`config.mk`:
```
export PLATFORM = sky130hd
export DESIGN_NAME = sector_erase_window
export DESIGN_NICKNAME = d
export VERILOG_FILES = /design/src/rtl/sew_pkg.sv /design/src/rtl/sew_sector_decode.sv /design/src/rtl/sew_window_timer.sv /design/src/rtl/sew_mask_accum.sv /design/src/rtl/sector_erase_window.sv
export SDC_FILE = /design/constraint.sdc
export NUM_CORES = 1
export LEC_CHECK = 0
export BUFFER_PORTS_ARGS = -buffer_cell sky130_fd_sc_hd__buf_2
export CAP_MARGIN = 10
export CORE_ASPECT_RATIO = 0.75
export CORE_MARGIN = 5
export CORE_UTILIZATION = 50
export DETAILED_ROUTE_END_ITERATION = 8
export HOLD_SLACK_MARGIN = 0.05
export PLACE_DENSITY = 0.84
export RECOVER_POWER = 25
export SLEW_MARGIN = 30
export SYNTH_ARGS = -nofsm -noshare
export SYNTH_HDL_FRONTEND = slang
export SYNTH_SLANG_ARGS = --single-unit
export TNS_END_PERCENT = 30
```
`constraint.sdc`:
```
create_clock -name clk -period 5.6 [get_ports clk]
set_input_delay 0.56 -clock clk [delete_from_list [all_inputs] [get_ports clk]]
set_output_delay 0.56 -clock clk [all_outputs]
set_load 0.02 [all_outputs]
```
`src/rtl/sew_pkg.sv`:
```
package sew_pkg;
  localparam logic [7:0] CMD_SECTOR = 8'h30;
  localparam logic [7:0] CMD_HOLD   = 8'hB0;

  typedef enum logic [1:0] {
    ST_IDLE = 2'd0,
    ST_OPEN = 2'd1,
    ST_LOW  = 2'd2
  } sew_state_t;
endpackage

```
`src/rtl/sew_sector_decode.sv`:
```
module sew_sector_decode #(
  parameter int ADDR_W = 19,
  parameter int NSEC   = 8
) (
  input  logic [ADDR_W-1:0] addr_i,
  output logic [NSEC-1:0]   onehot_o
);
  localparam int IDX_W = (NSEC > 1) ? $clog2(NSEC) : 1;

  logic [IDX_W-1:0] idx;
  assign idx = addr_i[ADDR_W-1 -: IDX_W];

  generate
    for (genvar g = 0; g < NSEC; g++) begin : g_bit
      assign onehot_o[g] = (idx == IDX_W'(g));
    end
  endgenerate
endmodule

```
`src/rtl/sew_window_timer.sv`:
```
module sew_window_timer #(
  parameter int WIN_CYC = 16000
) (
  input  logic clk,
  input  logic rst,
  input  logic load_i,
  input  logic run_i,
  output logic expired_o
);
  localparam int CNT_W = $clog2(WIN_CYC + 1);
  localparam logic [CNT_W-1:0] RELOAD = CNT_W'(WIN_CYC - 1);

  logic [CNT_W-1:0] cnt;

  always_ff @(posedge clk) begin
    if (rst)                        cnt <= '0;
    else if (load_i)                cnt <= RELOAD;
    else if (run_i && cnt != '0)    cnt <= cnt - 1'b1;
  end

  assign expired_o = (cnt == '0);

  // the countdown never exceeds one window
  assert_cnt_bound_R3: assert property (@(posedge clk) disable iff (rst)
    cnt <= RELOAD);
  // a paused window keeps its count
  assert_pause_hold_R4: assert property (@(posedge clk) disable iff (rst)
    (!run_i && !load_i) |=> (cnt == $past(cnt)));
endmodule

```
`src/rtl/sew_mask_accum.sv`:
```
module sew_mask_accum #(
  parameter int NSEC = 8
) (
  input  logic            clk,
  input  logic            rst,
  input  logic            clear_i,
  input  logic            set_i,
  input  logic [NSEC-1:0] add_i,
  output logic [NSEC-1:0] mask_o
);
  always_ff @(posedge clk) begin
    if (rst || clear_i) mask_o <= '0;
    else if (set_i)     mask_o <= mask_o | add_i;
  end

  // sectors are only ever added until the mask is cleared
  assert_mask_grow_R5: assert property (@(posedge clk) disable iff (rst)
    !clear_i |=> ((mask_o & $past(mask_o)) == $past(mask_o)));
endmodule

```
`src/rtl/sector_erase_window.sv`:
```
module sector_erase_window
  import sew_pkg::*;
#(
  parameter int ADDR_W    = 19,
  parameter int NSEC      = 8,
  parameter int CLK_MHZ   = 200,
  parameter int WINDOW_US = 80
) (
  input  logic              clk,
  input  logic              rst,
  input  logic              wr_fall_i,
  input  logic              wr_rise_i,
  input  logic              seq_ok_i,
  input  logic [7:0]        cmd_i,
  input  logic [ADDR_W-1:0] addr_i,
  output logic              erase_go_o,
  output logic              abort_o,
  output logic [NSEC-1:0]   sel_mask_o,
  output logic              dq3_o
);
  localparam int WIN_CYC = CLK_MHZ * WINDOW_US;

  sew_state_t      state, state_n;
  logic [NSEC-1:0] dec_onehot, acc_mask;
  logic            tmr_expired, tmr_load, tmr_run;
  logic            open_first, add_more, hold_cmd, bad_cmd, fire, fall_ok;

  sew_sector_decode #(.ADDR_W(ADDR_W), .NSEC(NSEC)) u_dec (
    .addr_i  (addr_i),
    .onehot_o(dec_onehot)
  );

  sew_window_timer #(.WIN_CYC(WIN_CYC)) u_tmr (
    .clk      (clk),
    .rst      (rst),
    .load_i   (tmr_load),
    .run_i    (tmr_run),
    .expired_o(tmr_expired)
  );

  always_comb begin
    open_first = (state == ST_IDLE) && wr_rise_i && seq_ok_i && (cmd_i == CMD_SECTOR);
    fire       = (state == ST_OPEN) && tmr_expired;
    fall_ok    = (state == ST_OPEN) && wr_fall_i && !tmr_expired;
    add_more   = (state == ST_LOW) && wr_rise_i && (cmd_i == CMD_SECTOR);
    hold_cmd   = (state == ST_LOW) && wr_rise_i && (cmd_i == CMD_HOLD);
    bad_cmd    = (state == ST_LOW) && wr_rise_i && !add_more && !hold_cmd;
    tmr_load   = open_first || fall_ok || add_more || hold_cmd;
    tmr_run    = (state == ST_OPEN);

    state_n = state;
    unique case (state)
      ST_IDLE: if (open_first) state_n = ST_OPEN;
      ST_OPEN: begin
        if (fire)         state_n = ST_IDLE;
        else if (fall_ok) state_n = ST_LOW;
      end
      ST_LOW: begin
        if (add_more || hold_cmd) state_n = ST_OPEN;
        else if (bad_cmd)         state_n = ST_IDLE;
      end
      default: state_n = ST_IDLE;
    endcase
  end

  sew_mask_accum #(.NSEC(NSEC)) u_acc (
    .clk    (clk),
    .rst    (rst),
    .clear_i(fire || bad_cmd),
    .set_i  (open_first || add_more),
    .add_i  (dec_onehot),
    .mask_o (acc_mask)
  );

  always_ff @(posedge clk) begin
    if (rst) begin
      state      <= ST_IDLE;
      erase_go_o <= 1'b0;
      abort_o    <= 1'b0;
      sel_mask_o <= '0;
      dq3_o      <= 1'b1;
    end else begin
      state      <= state_n;
      erase_go_o <= fire;
      abort_o    <= bad_cmd;
      sel_mask_o <= (fire || bad_cmd) ? acc_mask : '0;
      dq3_o      <= (state_n == ST_IDLE);
    end
  end

  // the two pulses exclude each other
  assert_pulse_excl_R10: assert property (@(posedge clk) disable iff (rst)
    !(erase_go_o && abort_o));
  // mask output quiet without a pulse
  assert_quiet_mask_R10: assert property (@(posedge clk) disable iff (rst)
    !(erase_go_o || abort_o) |-> (sel_mask_o == '0));
  // an erase always names at least one sector and ends the delay
  assert_go_mask_R3: assert property (@(posedge clk) disable iff (rst)
    erase_go_o |-> ((sel_mask_o != '0) && dq3_o));
  // the delay status only drops after an accepted opening cycle
  assert_dq3_open_R2: assert property (@(posedge clk) disable iff (rst)
    $fell(dq3_o) |-> $past(wr_rise_i && seq_ok_i && (cmd_i == CMD_SECTOR)));
  // abort only follows a disallowed command
  assert_abort_cause_R8: assert property (@(posedge clk) disable iff (rst)
    abort_o |-> $past(wr_rise_i && (cmd_i != CMD_SECTOR) && (cmd_i != CMD_HOLD)));
  // the bitmap is empty once a pulse has reported it
  assert_mask_clear_R8: assert property (@(posedge clk) disable iff (rst)
    (erase_go_o || abort_o) |-> (acc_mask == '0));
endmodule

```
==> impl_metrics.ini, run 1 <==
[run_status]
status = complete, no violations

[placed_design]
placed_area_sq_um = 1640
place_congestion = 0.855
post-place-ws_ns = 3.25
dpl.cell_count = 222
hpwl_mm = 2.16
port_buffers = 26

[synthesis]
synth_area_leaders = dfxtp_1, a21oi_1, and2_1
avgSynthCellArea_sq_um = 9.03
yosysTopAreaCell = dfxtp_1
async_flop_share_pct = 0
synth_top_cell_area_share_pct = 46.7
postSynthCellCount = 166
synth_edf_count = 0
ys_warn_count = 0
yosysSeqAreaShare_pct = 46.7
ys_types = 39
ys_ff_latch = 35
synthFlopType = dfxtp_1
syn-num-nets = 200
synth_area_sq_um = 1500

[worst_setup_path]
crit_path_cell_trace = or4_4 > or3b_1 > o211ai_2 > and2_1 > a31oi_1
path_delay_family = simple AND/OR/NAND/NOR gates
slowest_stage = or4_4
cp_slowest_stage_delay_ns = 0.55
start_kind = register
end_kind = register
critPathKind = reg -> reg
cp.arrival_ns = 2.50
cp.buffers_inverters = 0
cp.required_ns = 5.76
timing.reg2reg.setup_slack_ns = 3.26
cp_max_fo = 11

[sta]
holdWs_ns = 0.461
tightest_slew_ns = 0.696
period_minus_slack_ns = 2.34
fin_ws_ns = 3.26
period_share_pct = 41.8
maxSlewHeadroom_pct = 53.5
fmax_mhz = 427
final-setup-viol-count = 0
grt_setup_unrepaired = no
fin_skew_ns = 0.00665
slew_violations = 0
hold_viol_final = 0
tns_ns = 0

[power_and_ir_drop]
max-vdd-ir-drop_mv = 0.149
p_total_mw = 0.535
leakage_nw = 0.644
powerDensity_nw_per_um2 = 304

[floorplan]
core-area_sq_um = 2910
start_util_pct = 51.4
die_h_microns = 57.4
std_cell_rows = 17
num_io_pins = 43
fp.dieW_microns = 73.2
die_area_sq_um = 4200

[route]
wl_per_cell_microns = 13.3
drt_iter0_markers = 110
num_vias = 1259
drt-total-wl_mm = 3.06
via_per_inst = 5.47
drc = 0
ant_nets = 0
drtPass1Iterations = 4

[final_layout]
register_area_sq_um = 701
final_area_sq_um = 1760
drive_gt1_share_pct = 14.6
syn_to_final_growth_pct = 17.5
layout.cells.non_filler = 230
fin_util_pct = 60.5
final_cell_mix = dfxtp_1, a21oi_1, buf_2
final_common_cell = dfxtp_1
diodes = 0
layout.nets = 225
multiInputGateArea_sq_um = 744
num-fill-cells = 234

[clock_tree]
cts_buffers = 5
clock_path_buffers = 2
cts_max_level = 2
cts_tree = done
clock_sink_count = 35
ctsResizeCount = 0
post_cts_buffers = 0
clock_latency_ns = 0.29
postCtsHoldBufs = 0
cts-root-buf = clkbuf_8
clk_pin_slew_ns = 0.07

[global_route]
grt_max_degree = 22
grt.overflow.total = 0
grt_pass1_wl_mm = 5.35
antenna_found_initial = 0
grt_pass1_vias = 1149
track_usage_pct = 16.8

[worst_hold_path]
holdCritPathClass = reg -> reg

[flow_run]
maxCapViolations = 0
==> routing by layer <==
layer / GRT usage, % / share of wire (%) / vias to the layer above
met3: 7.92 / 7.3 / 6
met5: 0 / 0 / -
met2: 24.5 / 42 / 35
met4: 7.89 / 2.2 / 0
li1: - / - / 646
met1: 21.0 / 48 / 572
==> cell type report <==
class	instances	area share, %
multi-input combinational	119	42.3
sequential	35	39.8
timing repair buffer	26	6.68
clock buffer	5	3.91
clock inverter	3	3.84
tap	38	2.70
inverter	4	0.852
==> state kept, by name (all words and copies together) (netlist names) <==
| register | flops |
|---|---|
| abort_o | 1 |
| dq3_o | 1 |
| erase_go_o | 1 |
| sel_mask_o | 8 |
| state | 2 |
| u_acc.mask_o | 8 |
| u_tmr.cnt | 14 |
==> kinds of logic (layout without fill, tap and decap cells) <==
group / Yosys count / in the layout / share of synthesized area [%]
and+or+nand+nor: 73 / 73 / 28.5
AOI/OAI and AO/OA: 38 / 38 / 15.7
DFF: 35 / 35 / 46.7
buffers and inverters: 12 / 38 / 3.59
xor gates and xnor gates: 4 / 4 / 2.34
adders and majority gates: 2 / 2 / 1.67
muxes: 2 / 2 / 1.42
==> report_power, final <==
| part | internal [mW] | leakage (nW) | switching, mW |
|---|---|---|---|
| sequential | 0.249 | 0.282 | 0.000134 |
| clock | 0.178 | 0.0644 | 0.0946 |
| combinational | 0.00610 | 0.298 | 0.00793 |
==> worst paths after layout <==
| kind | startpoint | end | cells past startpoint |
|---|---|---|---|
| max | u_tmr.cnt[11] | u_tmr.cnt[6] | 5 |
| min | u_acc.mask_o[3] | sel_mask_o[3] | 1 |
| max reg2reg | u_tmr.cnt[11] | u_tmr.cnt[6] | 5 |
| min reg2reg | u_acc.mask_o[3] | sel_mask_o[3] | 1 |
==> synthesized netlist by cell type (2+ instances only) <==
cell      count
nor4b_1       2
clkbuf_1      5
or4_1         2
buf_4         2
a211oi_1      3
nand2_1       6
nor4_1        7
nor2_1       13
and2_1       11
o21bai_1      2
nor3_1        4
nand3_1       3
o21ai_0       2
or3_1         9
nor2b_1       4
ha_1          2
inv_1         4
a31oi_1       7
dfxtp_1      35
nand2b_1      6
a21oi_1      17
xnor2_1       3
Note: power is estimated with default switching activity, not from simulation.
==> inputs of run 2 (changes only) <==
--- a/config.mk
+++ b/config.mk
@@ -5,14 +5,15 @@
 export SDC_FILE = /design/constraint.sdc
 export NUM_CORES = 1
 export LEC_CHECK = 0
+export ABC_AREA = 1
 export BUFFER_PORTS_ARGS = -buffer_cell sky130_fd_sc_hd__buf_2
 export CAP_MARGIN = 10
 export CORE_ASPECT_RATIO = 0.75
 export CORE_MARGIN = 5
-export CORE_UTILIZATION = 50
+export CORE_UTILIZATION = 47
 export DETAILED_ROUTE_END_ITERATION = 8
 export HOLD_SLACK_MARGIN = 0.05
-export PLACE_DENSITY = 0.84
+export PLACE_DENSITY = 0.82
 export RECOVER_POWER = 25
 export SLEW_MARGIN = 30
 export SYNTH_ARGS = -nofsm -noshare
==> constraint.sdc (replaced) <==
create_clock -name clk -period 1.9 [get_ports clk]
set_input_delay 0.19 -clock clk [delete_from_list [all_inputs] [get_ports clk]]
set_output_delay 0.19 -clock clk [all_outputs]
set_load 0.02 [all_outputs]
==> impl_metrics.ini, run 2 <==
[worst_setup_path]
crit_path_cell_trace = inv_1 > ha_1 > nand2_2 > nor2_4 > nand2_4 > nand2_4 > inv_2 > nand2_1 > a21oi_1 > nor2_1
path_delay_family = simple AND/OR/NAND/NOR gates
rr_startpoint = u_tmr.cnt[0]
r2r_cells = 10
cp_max_fo = 14
cp_slowest_stage_delay_ns = 0.37
cp.required_ns = 2.08
cp_num_cells = 10
cpMostUsedCell = nand2_4
critPathKind = reg -> reg
cp.buffers_inverters = 2
end_kind = register
start_kind = register
crit_end = dq3_o
critical_path.startpoint = u_tmr.cnt[0]
r2r-end = dq3_o
timing.reg2reg.setup_slack_ns = 0.23
cp.arrival_ns = 1.85
slowest_stage = dfxtp_1

[placed_design]
place_congestion = 0.871
port_buffers = 26
hpwl_mm = 2.79

[clock_tree]
clock_path_buffers = 2
clock_sink_count = 35
cts_max_level = 2
cts-root-buf = clkbuf_8
clk_pin_slew_ns = 0.07
cts_tree = done
post_cts_buffers = 0
postCtsHoldBufs = 0
clock_latency_ns = 0.29
cts_buffers = 5
ctsResizeCount = 0

[power_and_ir_drop]
leakage_nw = 0.996
powerDensity_nw_per_um2 = 780
max-vdd-ir-drop_mv = 0.541
p_total_mw = 1.58

[synthesis]
yosysSeqAreaShare_pct = 40.6
ys_types = 23
synthFlopType = dfxtp_1
ys_warn_count = 0
async_flop_share_pct = 0
syn-num-nets = 288
synth_top_cell_area_share_pct = 40.6
avgSynthCellArea_sq_um = 6.80
yosysTopAreaCell = dfxtp_1
synth_area_sq_um = 1730
synth_most_common_cell = nand2_1
ys_ff_latch = 35
synth_common_cells = nand2_1, nor2_1, dfxtp_1
synth_edf_count = 0
synth_area_leaders = dfxtp_1, nand2_1, nor2_1
postSynthCellCount = 254

[final_layout]
final_cell_mix = nand2_1, nor2_1, dfxtp_1
register_area_sq_um = 701
top_register = u_tmr.cnt
num-fill-cells = 356
diodes = 0
final_common_cell = nand2_1
layout.nets = 319
multiInputGateArea_sq_um = 865
drive_gt1_share_pct = 15.7
syn_to_final_growth_pct = 17.3
largest_reg_flops = 14
reg.largest.list = u_tmr.cnt x14, sel_mask_o x8, u_acc.mask_o x8

[global_route]
grt_pass1_vias = 1499
track_usage_pct = 15.8
grt_pass1_wl_mm = 6.43
antenna_found_initial = 0
grt.overflow.total = 0
grt_max_degree = 15

[sta]
slew_violations = 0
maxSlewHeadroom_pct = 77.7
period_share_pct = 87.9
tns_ns = 0
fin_skew_ns = 0.00726
hold_viol_final = 0
grt_setup_unrepaired = no
final-setup-viol-count = 0
period_minus_slack_ns = 1.67
fmax_mhz = 599
tightest_slew_ns = 0.334

[route]
ant_nets = 0
drt_iter0_markers = 122
via_per_inst = 4.68
drtPass1Iterations = 7
drt-total-wl_mm = 3.58
wl_per_cell_microns = 10.6
drc = 0
num_vias = 1581

[floorplan]
std_cell_rows = 19
fp.dieW_microns = 80.0
start_util_pct = 47.8
die_h_microns = 62.5
core-area_sq_um = 3610
num_io_pins = 43
die_area_sq_um = 5000

[run_status]
status = complete, no violations

[worst_hold_path]
whs_path_depth = 4
holdCritPathClass = in -> reg

[flow_run]
maxCapViolations = 0
-- run 2: logic make-up after synthesis --
logic type | after synthesis | share of synthesized area, %
XOR/XNOR | 2 | 1.01
buffers and inverters | 40 | 9.35
AO/OA/AOI/OAI | 24 | 7.54
flip-flops | 35 | 40.6
adder cells (fa/ha/maj) | 2 | 1.45
AND/OR/NAND/NOR | 151 | 40.1
-- run 2: per-stage QoR --
stage                     hold slack (ns)  area (sq um)  std cells  setup slack [ns]  util, %
final                               0.207          2030        338             0.230     56.1
after global routing                0.237          2030        338            0.0480     56.1
after CTS                           0.197          2040        338             0.234     56.4
after detailed placement            0.431          1900        330             0.247     52.7
after global placement              0.427          1900        330             0.299     52.7
after floorplan                     0.283          1730        254             0.457        -
-- run 2: worst reg2reg max path: cells and delay by family (launching register included) --
kind	cells	cell delay, ns
adders and majority gates	1	0.24
DFF	1	0.37
and+or+nand+nor	6	0.48
buffers and inverters	2	0.30
AOI/OAI and AO/OA	1	0.18
-- run 2: final cells by class --
cell class                      instances  area share (%)
Inverter                               38            7.04
Tap cell                               52            3.21
Clock inverter                          3            3.34
Clock buffer                            5            3.40
Multi-Input combinational cell        179            42.7
Sequential cell                        35            34.6
Timing Repair Buffer                   26            5.74
-- run 2: power breakdown --
group	total [mW]	switching, mW	leakage [nW]	internal, mW
clock network	0.797	0.274	0.0644	0.523
registers	0.734	0.000426	0.282	0.733
logic	0.0485	0.0298	0.649	0.0187
total	1.58	0.304	0.996	1.28
-- run 2: layer usage --
layer  vias to the layer above  GRT usage (%)  part of all wire (%)
li1                        843              -                     -
met1                       705           21.1                    50
met2                        28           25.6                    46
met3                         5           3.60                   3.9
met4                         0           3.80                  0.81
met5                         -              0                     0
-- run 2: worst min path at each step --
stage	start	to
2_1_floorplan	rst	abort_o
3_3_place_gp	u_acc.mask_o[4]	sel_mask_o[4]
3_5_place_dp	u_acc.mask_o[6]	sel_mask_o[6]
4_1_cts	wr_fall_i	state[0]
5_1_grt	addr_i[17]	u_acc.mask_o[0]
6_report	wr_fall_i	state[0]
==> inputs of run 3 (changes only) <==
--- a/config.mk
+++ b/config.mk
@@ -14,7 +14,7 @@
 export DETAILED_ROUTE_END_ITERATION = 8
 export HOLD_SLACK_MARGIN = 0.05
 export PLACE_DENSITY = 0.82
-export RECOVER_POWER = 25
+export RECOVER_POWER = 100
 export SLEW_MARGIN = 30
 export SYNTH_ARGS = -nofsm -noshare
 export SYNTH_HDL_FRONTEND = slang
==> impl_metrics.ini, run 3 (synthesis gave the netlist of run 2 again) <==
[clock_tree]
cts-root-buf = clkbuf_8
cts_buffers = 5
clock_path_buffers = 2
cts_tree = done
clock_sink_count = 35
cts_max_level = 2
post_cts_buffers = 0
clk_pin_slew_ns = 0.07
postCtsHoldBufs = 0
ctsResizeCount = 0
clock_latency_ns = 0.29

[worst_setup_path]
end_kind = register
cp.arrival_ns = 1.83
cp.required_ns = 2.05
cp_max_fo = 8
critPathKind = reg -> reg
start_kind = register

[floorplan]
die_area_sq_um = 5000
core-area_sq_um = 3610
num_io_pins = 43
fp.dieW_microns = 80.0
die_h_microns = 62.5
std_cell_rows = 19
start_util_pct = 47.8

[sta]
final-setup-viol-count = 0
holdWs_ns = 0.207
period_share_pct = 88.8
slew_violations = 0
hold_viol_final = 0
grt_setup_unrepaired = no
fin_skew_ns = 0.00742
tightest_slew_ns = 0.538
maxSlewHeadroom_pct = 64.0
fmax_mhz = 593
period_minus_slack_ns = 1.69
tns_ns = 0

[power_and_ir_drop]
p_sw_share_pct = 19.3
combinationalPowerShare_pct = 3.0
p_int_mw = 1.28
p_sw_mw = 0.304
seq_power_share_pct = 46.5
p_total_mw = 1.58
leakage_nw = 0.997
powerDensity_nw_per_um2 = 783
clock_power_share_pct = 50.5
max-vdd-ir-drop_mv = 0.541

[route]
drt_iter0_markers = 107
drt-total-wl_mm = 3.59
drtPass1Iterations = 5
ant_nets = 0
wl_per_cell_microns = 10.6
drc = 0
num_vias = 1581
via_per_inst = 4.68

[final_layout]
layout.nets = 319
final_cell_mix = nand2_1, nor2_1, inv_1, dfxtp_1, a21oi_1
num-fill-cells = 359
reg.largest.list = u_tmr.cnt x14, sel_mask_o x8, u_acc.mask_o x8
fin_util_pct = 55.8
register_area_sq_um = 701
largest_reg_flops = 14
final_area_sq_um = 2020
diodes = 0
multiInputGateArea_sq_um = 856
drive_gt1_share_pct = 14.3
syn_to_final_growth_pct = 16.8
final_common_cell = nand2_1
top_register = u_tmr.cnt

[placed_design]
place_congestion = 0.871
placed_area_sq_um = 1900
hpwl_mm = 2.79
port_buffers = 26

[global_route]
grt_max_degree = 15
track_usage_pct = 15.8
grt_pass1_wl_mm = 6.43
grt_pass1_vias = 1499
antenna_found_initial = 0
grt.overflow.total = 0

[worst_hold_path]
holdCritPathClass = in -> reg

[run_status]
status = complete, no violations

[flow_run]
maxCapViolations = 0
run 3: cell types whose count changed in the layout (fill, tap and decap cells not counted):
cell | before | now
a21oi_1 | 16 | 17
a21oi_2 | 2 | 1
inv_1 | 34 | 35
inv_2 | 4 | 3
nand2_1 | 58 | 59
nand2_2 | 5 | 4
nor2_1 | 53 | 54
nor2_2 | 4 | 3
run 3: critical path, stage by stage (launching register included):
cell     delay (ns)
dfxtp_1        0.37
inv_1          0.11
ha_1           0.24
nand2_2        0.09
nor2_4         0.05
nand3_1        0.08
nor2_1         0.06
nor2_1         0.44
nor2_1         0.11
run 3: final timing paths:
kind / start / endpoint / slack [ns] / depth (start not counted)
setup / recovery: u_tmr.cnt[0] / sel_mask_o[5] / 0.21 / 8
setup reg to reg: u_tmr.cnt[0] / sel_mask_o[5] / 0.21 / 8
hold / removal: wr_fall_i / state[0] / 0.21 / 4
hold reg to reg: u_acc.mask_o[2] / sel_mask_o[2] / 0.44 / 2
run 3: per-stage QoR:
| step | std cells | setup WS (ns) |
|---|---|---|
| 6_report | 338 | 0.213 |
| 5_1_grt | 338 | 0.0417 |
| 4_1_cts | 338 | 0.234 |
| 3_5_place_dp | 330 | 0.247 |
| 3_3_place_gp | 330 | 0.299 |
| 2_1_floorplan | 254 | 0.457 |
run 3: routing by layer:
layer | vias to the layer above | GRT usage [%] | share of wire (%)
met4 | 0 | 3.80 | 0.81
li1 | 843 | - | -
met3 | 5 | 3.60 | 4.5
met5 | - | 0 | 0
met1 | 701 | 21.1 | 49
met2 | 32 | 25.6 | 46
run 3: power groups by stage:
stage | registers (mW) | clock network (mW) | logic (mW)
after floorplan | 0.751 | 0 | 0.0242
after global placement | 0.751 | 0 | 0.0474
after detailed placement | 0.751 | 0 | 0.0482
after CTS | 0.734 | 0.811 | 0.0484
after global routing | 0.734 | 0.850 | 0.0550
final | 0.734 | 0.798 | 0.0477
run 3: layout make-up:
cell class / count / share of cell area, %
Timing Repair Buffer: 26 / 5.77
Clock inverter: 3 / 3.35
Sequential cell: 35 / 34.7
Tap cell: 52 / 3.23
Clock buffer: 5 / 3.41
Inverter: 38 / 7.07
Multi-Input combinational cell: 179 / 42.4
